File: config.mk
export PLATFORM = sky130hd
export DESIGN_NAME = tick_timer
export DESIGN_NICKNAME = d
export VERILOG_FILES = /design/src/rtl/tick_pkg.sv /design/src/rtl/tick_match.sv /design/src/rtl/tick_counter.sv /design/src/rtl/tick_ctrl.sv /design/src/rtl/tick_timer.sv
export SDC_FILE = /design/constraint.sdc
export NUM_CORES = 1
export LEC_CHECK = 0
export ABC_CLOCK_PERIOD_IN_PS = 2850
export BUFFER_PORTS_ARGS = -buffer_cell sky130_fd_sc_hd__buf_4
export CORE_ASPECT_RATIO = 0.8
export CORE_MARGIN = 8
export CORE_UTILIZATION = 57
export CTS_CLUSTER_DIAMETER = 30
export CTS_CLUSTER_SIZE = 12
export DETAILED_ROUTE_END_ITERATION = 12
export PLACE_DENSITY_LB_ADDON = 0.1
export SLEW_MARGIN = 15
export SYNTH_ARGS = -nofsm -noshare
export SYNTH_HDL_FRONTEND = slang
export SYNTH_SLANG_ARGS = --single-unit
File: constraint.sdc
create_clock -name clk -period 2.85 [get_ports clk]
set_clock_uncertainty 0.1 [all_clocks]
set_input_delay 0.57 -clock clk [delete_from_list [all_inputs] [get_ports clk]]
set_output_delay 0.57 -clock clk [all_outputs]
set_load 0.02 [all_outputs]
File: src/rtl/tick_pkg.sv
package tick_pkg;
  typedef enum logic [1:0] {
    TM_FROZEN  = 2'd0,
    TM_RESTART = 2'd1,
    TM_SINGLE  = 2'd2,
    TM_FREE    = 2'd3
  } tmode_e;
endpackage

File: src/rtl/tick_match.sv
module tick_match #(
  parameter int PER_W = 28
) (
  input  logic [PER_W-1:0] cnt_lo,
  input  logic [PER_W-1:0] period,
  output logic             hit
);
  assign hit = (cnt_lo == period);
endmodule

File: src/rtl/tick_counter.sv
module tick_counter
  import tick_pkg::*;
#(
  parameter int CNT_W = 32
) (
  input  logic             clk,
  input  logic             rst_n,
  input  logic             load,
  input  logic [CNT_W-1:0] load_val,
  input  tmode_e           mode,
  input  logic             hit,
  output logic [CNT_W-1:0] cnt
);
  logic [CNT_W-1:0] cnt_nxt;

  always_comb begin
    cnt_nxt = cnt;
    if (load) begin
      cnt_nxt = load_val;
    end else begin
      unique case (mode)
        TM_FROZEN:  cnt_nxt = cnt;
        TM_RESTART: cnt_nxt = hit ? '0 : cnt + 1'b1;
        TM_SINGLE:  cnt_nxt = hit ? cnt : cnt + 1'b1;
        TM_FREE:    cnt_nxt = cnt + 1'b1;
        default:    cnt_nxt = cnt;
      endcase
    end
  end

  always_ff @(posedge clk or negedge rst_n) begin
    if (!rst_n) cnt <= '0;
    else        cnt <= cnt_nxt;
  end
endmodule

File: src/rtl/tick_ctrl.sv
module tick_ctrl
  import tick_pkg::*;
#(
  parameter int CNT_W = 32,
  localparam int PER_W = CNT_W - 4
) (
  input  logic             clk,
  input  logic             rst_n,
  input  logic             wr,
  input  logic [CNT_W-1:0] wdata,
  input  logic             hit,
  output logic [CNT_W-1:0] word,
  output tmode_e           mode,
  output logic             ie,
  output logic             ip,
  output logic [PER_W-1:0] period
);
  localparam int IP_BIT = PER_W;
  localparam int IE_BIT = PER_W + 1;

  assign period = word[PER_W-1:0];
  assign ip     = word[IP_BIT];
  assign ie     = word[IE_BIT];
  assign mode   = tmode_e'(word[CNT_W-1:CNT_W-2]);

  always_ff @(posedge clk or negedge rst_n) begin
    if (!rst_n) begin
      word <= '0;
    end else if (wr) begin
      word <= wdata;
    end else if (hit && ie && !ip) begin
      word[IP_BIT] <= 1'b1;
    end
  end
endmodule

File: src/rtl/tick_timer.sv
module tick_timer
  import tick_pkg::*;
#(
  parameter int CNT_W = 32
) (
  input  logic             clk,
  input  logic             rst_n,
  input  logic             wr_en,
  input  logic             wr_sel,
  input  logic [CNT_W-1:0] wr_data,
  input  logic             rd_sel,
  output logic [CNT_W-1:0] rd_data,
  output logic             irq
);
  localparam int PER_W = CNT_W - 4;

  logic [CNT_W-1:0] cnt_q;
  logic [CNT_W-1:0] word_q;
  logic [PER_W-1:0] period;
  tmode_e           mode;
  logic             ie, ip, hit;

  tick_match #(.PER_W(PER_W)) u_match (
    .cnt_lo (cnt_q[PER_W-1:0]),
    .period (period),
    .hit    (hit)
  );

  tick_counter #(.CNT_W(CNT_W)) u_counter (
    .clk      (clk),
    .rst_n    (rst_n),
    .load     (wr_en && wr_sel),
    .load_val (wr_data),
    .mode     (mode),
    .hit      (hit),
    .cnt      (cnt_q)
  );

  tick_ctrl #(.CNT_W(CNT_W)) u_ctrl (
    .clk    (clk),
    .rst_n  (rst_n),
    .wr     (wr_en && !wr_sel),
    .wdata  (wr_data),
    .hit    (hit),
    .word   (word_q),
    .mode   (mode),
    .ie     (ie),
    .ip     (ip),
    .period (period)
  );

  assign rd_data = rd_sel ? cnt_q : word_q;
  assign irq     = ip && ie;
endmodule

==> results of run 1 <==
state kept, by name, summed over array words and instances (netlist names):
| signal | count |
|---|---|
| u_counter.cnt | 32 |
| u_ctrl.word | 32 |
stage by stage:
step / power (mW) / hold WS (ns) / util (%) / cells / cell area, µm²
after global routing: 3.491 / 0.2799 / 70.06 / 563 / 4781
after CTS: 3.323 / 0.2397 / 69.78 / 563 / 4762
after detailed placement: 2.516 / 0.4390 / 66.87 / 547 / 4563
after floorplan: 2.076 / 0.1744 / - / 409 / 3986
final: 3.312 / 0.2050 / 70.06 / 563 / 4781
after global placement: 2.488 / 0.4290 / 66.87 / 547 / 4563
synth_stat cells, types with 6 or more instances:
cell type   n
inv_1       8
clkbuf_1   22
buf_6       6
nor3_1     11
a21oi_1     7
mux2_2     63
xor2_1     26
nand3_1    32
nand2_1    40
nor2_1     15
and3_1      9
nand4_1    11
o21ai_0     8
nor4_1      7
a22oi_1    26
a32oi_1     7
nand3b_1    8
dfrtp_1    64
cell type report:
| type | count | area share, % |
|---|---|---|
| timing repair buffer | 86 | 13.50 |
| tap | 87 | 2.277 |
| clock inverter | 3 | 0.8375 |
| clock buffer | 13 | 3.324 |
| sequential | 64 | 33.50 |
| multi-input combinational | 302 | 45.93 |
| inverter | 8 | 0.6281 |
cell families after synthesis:
family                   Yosys count
AO/OA/AOI/OAI                     63
XOR/XNOR                          30
adder cells (fa/ha/maj)            1
buffers and inverters             43
flip-flops                        64
multiplexers                      63
AND/OR/NAND/NOR                  145
worst max path at each step:
stage	startpoint	endpoint	slack (ns)	cells past startpoint
after floorplan	u_counter.cnt[18]	u_counter.cnt[27]	0.51	9
after global placement	u_counter.cnt[0]	u_counter.cnt[28]	0.22	8
after detailed placement	u_counter.cnt[21]	u_counter.cnt[8]	0.15	8
after CTS	u_counter.cnt[21]	u_counter.cnt[8]	0.12	8
after global routing	u_counter.cnt[9]	u_counter.cnt[7]	0.03	8
final	u_counter.cnt[21]	u_counter.cnt[11]	0.17	8
power by group through the flow:
stage / clock [mW] / combinational (mW) / sequential, mW
6_report: 0.792 / 1.19 / 1.33
5_1_grt: 0.845 / 1.28 / 1.36
3_5_place_dp: 0 / 1.17 / 1.34
2_1_floorplan: 0 / 0.834 / 1.24
3_3_place_gp: 0 / 1.16 / 1.33
4_1_cts: 0.815 / 1.18 / 1.33
worst max-delay path: stages (launching register included):
cell and delay, ns:
dfrtp_1 0.47, xor2_1 0.22, nor4_2 0.28, nand4_1 0.22, or3_4 0.47, a211oi_4 0.35, buf_4 0.29, a22oi_1 0.12
nand2_1 0.09
per-layer routing:
layer  part of all wire (%)  vias to the layer above  wire [µm]
met1                     47                     1641       5070
met3                    7.5                       15        802
li1                       -                     1612          -
met5                      0                        -          0
met4                    1.3                        0        138
met2                     44                      158       4697
==> results.md, run 1 <==
- The flow ran to the end, and the final reports show no timing, DRC or antenna violations.
- The number of pins exceeding their max-slew limit in the final report came to 0.
- The required time reported for the critical path endpoint is 3.03 ns.
- The share of total power consumed by net switching is 36.55%.
- met1 is the most crowded layer.
- The fraction of synthesis flops using an asynchronous set or reset pin is 100.0%.
- The slew of the pin with the lowest slew margin is 0.8487 ns.
- Once the floorplan was initialized, standard cells occupied 58.42% of the core.
- The share of the synthesized area in the top cell type is 40.18%.
- The clock tree synthesis step divided the H-tree into 3 levels.
- The wire length of the first global-routing pass is 17570 µm.
- The filler cells instantiated in the layout total 538.
- The class of the most critical setup path is flop to flop.
- The buffer cell driving the clock tree root is clkbuf_8.
- The insertion delay to the later sink of the worst-skew pair is 0.35 ns.
- The min-delay analysis places its worst path in the category input port to asynchronous set/reset pin.
- In the synthesized netlist the dominant register cell turns out to be dfrtp_1.
- Detailed placement finished with a half-perimeter wire length of 7397 µm.
- STA classifies the critical path startpoint as a flop.
- The post-cts gate resize count is 0.
- The setup TNS after final layout is 0 ns.
- In the synthesized netlist, mux cells make up 17.80% of the area.
- The average instance in the mapped netlist occupies 9.747 µm².
- The sink count of the clock tree is 64.
- The synthesized-area fraction occupied by ao, oa, aoi and oai cells is 11.30%.
- The fraction of layout cells with a size suffix above 1 is 36.34%.
- The count of TritonRoute iterations in the first routing pass is 5.
- Dividing the detail-routed via count by the number of cells gives 6.085.
- The die is 90.80 µm tall.
- The count of flip-flops with a built-in enable after synthesis is 0.
- The largest family of logic cells by synthesized area is simple AND/OR/NAND/NOR gates.
- Buffers placed on the I/O ports in this run total 69.
- The pre-CTS worst setup slack is 0.1513 ns.
- The net count after synthesis is 447.
- The critical-path maximum fanout is 15.
- Headroom to the max-slew limit came out at 43.42%.
- The floorplan has 27 rows.
- The via count of the first global-routing pass is 3395.
- Counting distinct cell types in the post-synthesis netlist gives 37.
- The number of instances in the synthesized netlist is 409.
- The arithmetic-cell share of the synthesized area counting full adders, half adders and majority gates is 0.3139%.
- The number of antenna violations at the first check in global routing is 0.
- The width of the die is 109.5 µm.
- The number of DRC violations after detailed routing is 0.
- The synthesized design contains 64 register bits.
- Of the synthesized area, sequential elements account for 40.18%.
- The per-cell routed wire length is 19.02 µm.
- The synthesized-area fraction occupied by and/or/nand/nor cells is 18.46%.
- After clock tree synthesis, the setup repair step added 0 buffers.
- The routed design could run at a clock period as short as 2.678 ns.
- The detailed router finished its first iteration with 259 violations.
- The count of hold-fix buffers inserted at cts is 0.
- The weighted congestion at the end of routability-driven global placement is 0.8858.
- Counting the buffers created by CTS gives 9.
- The number of warnings issued by yosys is 0.
- Summing all multi-input logic gate instances after layout gives 2196 µm².
- After global routing the overflow that remains totals 0.
- TritonCTS built the clock tree.
- The die covers 9943 µm².
- The worst flop-to-flop path startpoint is u_counter.cnt[21].
- In this run the power density over the cells is 692.7 nW/µm².
- 0 antenna diodes ended up in the layout.
- The worst reg-to-reg path cell count is 8.
- The core area is 6824 µm².
- After the last flow step, the layout net total stands at 509.
- Global routing consumed, on the met1 layer, 32.55% of the routing resources.
- The sequential group share of total power is 40.2%.
- Setup repair after global routing left no endpoint under its margin.
- The hold violation total from the final report is 0.
- Cell internal power was estimated by the tool at 2.101 mW.
- Leaving out fill and tap cells, the most frequent cells in the layout are buf_4, dfrtp_1, mux2_2.
- Global routing consumed, on the met2 layer, 32.05% of the routing resources.
- Across all register-to-register paths, the minimum setup slack is 0.17 ns.
- The largest voltage drop on the vdd net is 0.0003827 V.
- In this run, the clock network consumes 23.9% of the power.
- Setup slack on the critical path of the routed design comes to 0.1718 ns.
- STA classifies the critical path endpoint as a flop.
- Summing every instance area after synthesis gives 3986 µm².
- The maximum number of buffers from clock root to sink is 2.
- The library cell with the largest summed area after synthesis is dfrtp_1.
- Setup violations remaining at the end of the flow were counted as 0.
- After Yosys synthesis, XOR and XNOR cells account for 6.591% of the synthesized area.
- The arrival time of data at the critical path endpoint is 2.86 ns.
- The routed layout has 3426 vias.
- The most common library cell in the layout ignoring fill and taps is buf_4.
- The post-route antenna net violation count is 0.
- The global routing usage summed across all routing layers is 22.51%.
- 70 I/O pins were placed.
- Across the whole layout, storage elements account for 1602 µm².
- The period utilization is 93.97%.
- Clock-pin slew was measured on the worst setup and hold paths at 0.07 ns.
- Timing would allow up to 373.4 MHz.
- The area growth from synthesis to layout is 19.93%.
- The worst register-to-register path ends at u_counter.cnt[11].
- The static leakage is 2.119 nW.
- By area the synthesized netlist is led by dfrtp_1, mux2_2, xor2_1.
- The final layout contains routed wiring with a total length of 10710 µm.
- The combinational share of power is 35.9%.
- Across the run, the number of max-cap violations was 0.
- For met3 alone, demand over resource in global routing was 5.492%.
- The maximum number of pins on one net before global-route repair is 65.
- The power spent charging and discharging nets is 1.210 mW.
Power figures use the tool's default switching activity.
==> run 2, diff against run 1 <==
--- a/config.mk
+++ b/config.mk
@@ -14,6 +14,7 @@
 export CTS_CLUSTER_SIZE = 12
 export DETAILED_ROUTE_END_ITERATION = 12
 export PLACE_DENSITY_LB_ADDON = 0.1
+export REMOVE_ABC_BUFFERS = 1
 export SLEW_MARGIN = 15
 export SYNTH_ARGS = -nofsm -noshare
 export SYNTH_HDL_FRONTEND = slang
==> run 2 against run 1 <==
  * Global-route usage fell by 0.78 points
  * Worst setup slack worse by 0.0096 ns
  * Die area stayed put
  * Sequential share of layout area increased by 0.14 points
  * Largest cell class unchanged
  * Clock power fell by 4.5%
  * Final area down 0.42%
  * Highest routed layer unchanged
  * Wire length fell by 3.4%
  * Final cell count decreased by 0.53%
==> results.md, run 2 (synthesis results as in run 1) <==
- The aggregate global routing overflow came to 0 (unchanged).
- The power density over cell area is 683.6 nW/µm² (was 692.7 nW/µm²).
- The number of buffer cells added on primary ports is 69 (unchanged).
- The count of TritonRoute iterations in the first routing pass was 6 (was 5).
- The height of the die came to 90.80 µm (unchanged).
- The maximum level of the CTS H-tree is 3 (unchanged).
- The number of CTS-inserted buffers is 9 (unchanged).
- The share of total power consumed by net switching was 36.51% (was 36.55%).
- The worst hold margin is 0.2032 ns (was 0.2050 ns).
- The number of antenna violations at the first check in global routing was 0 (unchanged).
- The number of design-rule violations left by the first detailed-router iteration came to 216 (was 259).
- The arrival time of data at the critical path endpoint was 2.86 ns (about the same).
- The area growth from synthesis to layout came to 19.43% (was 19.93%).
- The effective utilization at floorplan is 58.42% (unchanged).
- The slew of the pin with the lowest slew margin is 0.8278 ns (was 0.8487 ns).
- The number of post-CTS setup repair buffers came to 0 (unchanged).
- The path type of the worst min-delay path is input port to asynchronous set/reset pin (unchanged).
- The worst reg-to-reg path cell count was 8 (unchanged).
- The core area is 6824 µm² (unchanged).
- The timing-limited maximum frequency was 372.1 MHz (was 373.4 MHz).
- The half-perimeter wire length after detailed placement is 7325 µm (was 7397 µm).
- The number of setup violations in the final report is 0 (unchanged).
- The buffer cell driving the clock tree root is clkbuf_8 (unchanged).
- The CTS tree is done (unchanged).
- The nature of the critical path endpoint is a flop (unchanged).
- The per-cell routed wire length is 18.47 µm (was 19.02 µm).
- The worst flop-to-flop path startpoint is u_counter.cnt[8] (was u_counter.cnt[21]).
- The minimum clock period after layout was 2.688 ns (was 2.678 ns).
- The critical-path maximum fanout was 16 (was 15).
- The hold violation total from the final report came to 0 (unchanged).
- The I/O pin total was 70 (unchanged).
- The maximum number of buffers from clock root to sink is 2 (unchanged).
- The via density per instance was 6.184 (was 6.085).
- The register clock-pin slew on the reported worst setup and hold paths is 0.07 ns (about the same).
- The total buffers and inverters traversed by the critical path came to 1 (unchanged).
- The count of max-cap constraint violations came to 0 (unchanged).
- The startpoint of the worst setup timing path is u_counter.cnt[8] (was u_counter.cnt[21]).
- The post-route antenna net violation count is 0 (unchanged).
- The period utilization is 94.31% (was 93.97%).
- Commonest cells after routing, fill and taps aside: buf_4, dfrtp_1, mux2_2 (unchanged).
- The slack of the worst reg-to-reg path is 0.16 ns (was 0.17 ns).
- The endpoint of the worst setup timing path is u_counter.cnt[4] (was u_counter.cnt[11]).
- The share of the core filled with cells in the final layout is 69.77% (was 70.06%).
- The critical path launch point type is a flop (unchanged).
- The largest stage delay on the critical path was 0.46 ns (was 0.47 ns).
- The required time reported for the critical path endpoint is 3.03 ns (about the same).
- The global routing usage summed across all routing layers came to 21.73% (was 22.51%).
- The via count of the routed design was 3463 (was 3426).
- The via count of the first global-routing pass is 3488 (was 3395).
- The power spent charging and discharging nets came to 1.188 mW (was 1.210 mW).
- The internal power summed over all cells is 2.066 mW (was 2.101 mW).
- The count of hold-fix buffers inserted at cts is 0 (unchanged).
- The clock group share of total power came to 23.2% (was 23.9%).
- The number of cells in the design after placement is 545 (was 547).
- The sequential group share of total power came to 41.3% (was 40.2%).
- The number of antenna diodes is 0 (unchanged).
- The worst flop-to-flop path endpoint is u_counter.cnt[4] (was u_counter.cnt[11]).
- The kind of cell adding the most delay to the critical path is simple AND/OR/NAND/NOR gates (unchanged).
- The largest voltage drop on the vdd net came to 0.0004760 V (was 0.0003827 V).
- The weighted congestion at the end of routability-driven global placement is 0.8261 (was 0.8858).
- The relative max-transition margin is 44.82% (was 43.42%).
- The class of the most critical setup path is flop to flop (unchanged).
- The fraction of layout cells with a size suffix above 1 came to 36.36% (was 36.34%).
- The cell count along the critical path was 8 (unchanged).
- The maximum number of pins on one net before global-route repair is 65 (unchanged).
- The final standard cell count with taps included and fillers excluded came to 560 (was 563).
- The most common library cell in the layout ignoring fill and taps is buf_4 (unchanged).
- Status: finished, final reports clean (unchanged).
- The wire length after detailed routing is 10340 µm (was 10710 µm).
- The wire length of the first global-routing pass is 17260 µm (was 17570 µm).
- The insertion delay to the later sink of the worst-skew pair is 0.34 ns (was 0.35 ns).
- The static leakage is 2.105 nW (was 2.119 nW).
- The post-cts gate resize count came to 0 (unchanged).
- The number of pins exceeding their max-slew limit in the final report came to 0 (unchanged).
- Setup repair after global routing missed its margin: no (unchanged).
- The row count is 27 (unchanged).
- The combinational share of power is 35.5% (was 35.9%).
- Registers with the most flip-flops: u_counter.cnt: 32 flops, u_ctrl.word: 32 flops (unchanged).
- The sink count of the clock tree is 64 (unchanged).
- The number of nets in the layout is 507 (was 509).
- The standard cell with the maximum stage delay on the critical path is or3_4 (was dfrtp_1).
- List of cells traversed by the critical path: xor2_1 -> nor4_2 -> nand4_1 -> or3_4 -> a211oi_4 -> buf_4 -> a22oi_1 -> nand3_1 (was xor2_1 -> nor4_2 -> nand4_1 -> or3_4 -> a211oi_4 -> buf_4 -> a22oi_1 -> nand2_1).
- The overall die area is 9943 µm² (unchanged).
- The number of DRC violations after detailed routing came to 0 (unchanged).
- The width of the die was 109.5 µm (unchanged).
[run 2: changes by cell type in the layout (fill, tap and decap cells not counted), sizes merged]
cell,before,now
clkinv,2,3
clkbuf,13,11
buf,86,84
[run 2: area by class of cell]
type	instances	area, µm²
Timing Repair Buffer	84	630.6
Fill cell	533	2063
Clock buffer	11	141.4
Multi-Input combinational cell	302	2203
Sequential cell	64	1602
Tap cell	87	108.9
Clock inverter	4	45.04
Inverter	8	30.03
[run 2: how the worst min path moves through the flow]
| stage | cells past startpoint | from | slack, ns | end |
|---|---|---|---|---|
| finish | 1 | rst_n | 0.20 | u_ctrl.word[9] |
| global route | 1 | rst_n | 0.28 | u_ctrl.word[8] |
| CTS | 1 | rst_n | 0.24 | u_ctrl.word[8] |
| detailed placement | 1 | u_ctrl.word[1] | 0.44 | u_ctrl.word[1] |
| global placement | 1 | u_ctrl.word[14] | 0.43 | u_ctrl.word[14] |
| floorplan | 0 | rst_n | 0.17 | u_counter.cnt[0] |
[run 2: layer usage]
metal / vias up / share of wire [%] / global-route usage, %
met5: - / 0 / 0
met1: 1699 / 43 / 29.06
met2: 147 / 46 / 32.80
met3: 18 / 8.6 / 5.849
li1: 1599 / - / -
met4: 0 / 1.7 / 7.520
[run 2: power by group through the flow]
stage          Combinational (mW)  Sequential, mW  Clock, mW
6_report                     1.15            1.34      0.756
4_1_cts                      1.14            1.34      0.774
5_1_grt                      1.26            1.38      0.806
3_3_place_gp                 1.11            1.34          0
2_1_floorplan               0.687            1.31          0
3_5_place_dp                 1.13            1.36          0
[run 2: per-stage QoR]
stage / setup WS, ns / total power, mW / cell area [µm²] / TNS (ns)
after floorplan: -0.5645 / 2.001 / 3802 / -8.888
after global placement: 0.1318 / 2.455 / 4548 / 0
after detailed placement: 0.1071 / 2.487 / 4548 / 0
after CTS: 0.1037 / 3.258 / 4735 / 0
after global routing: 0.009646 / 3.448 / 4761 / 0
final: 0.1623 / 3.254 / 4761 / 0
[run 2: worst register-to-register path, stage by stage (launching register included)]
cell	delay (ns)
dfrtp_1	0.45
xor2_1	0.21
nor4_2	0.33
nand4_1	0.22
or3_4	0.46
a211oi_4	0.34
buf_4	0.30
a22oi_1	0.11
nand3_1	0.10
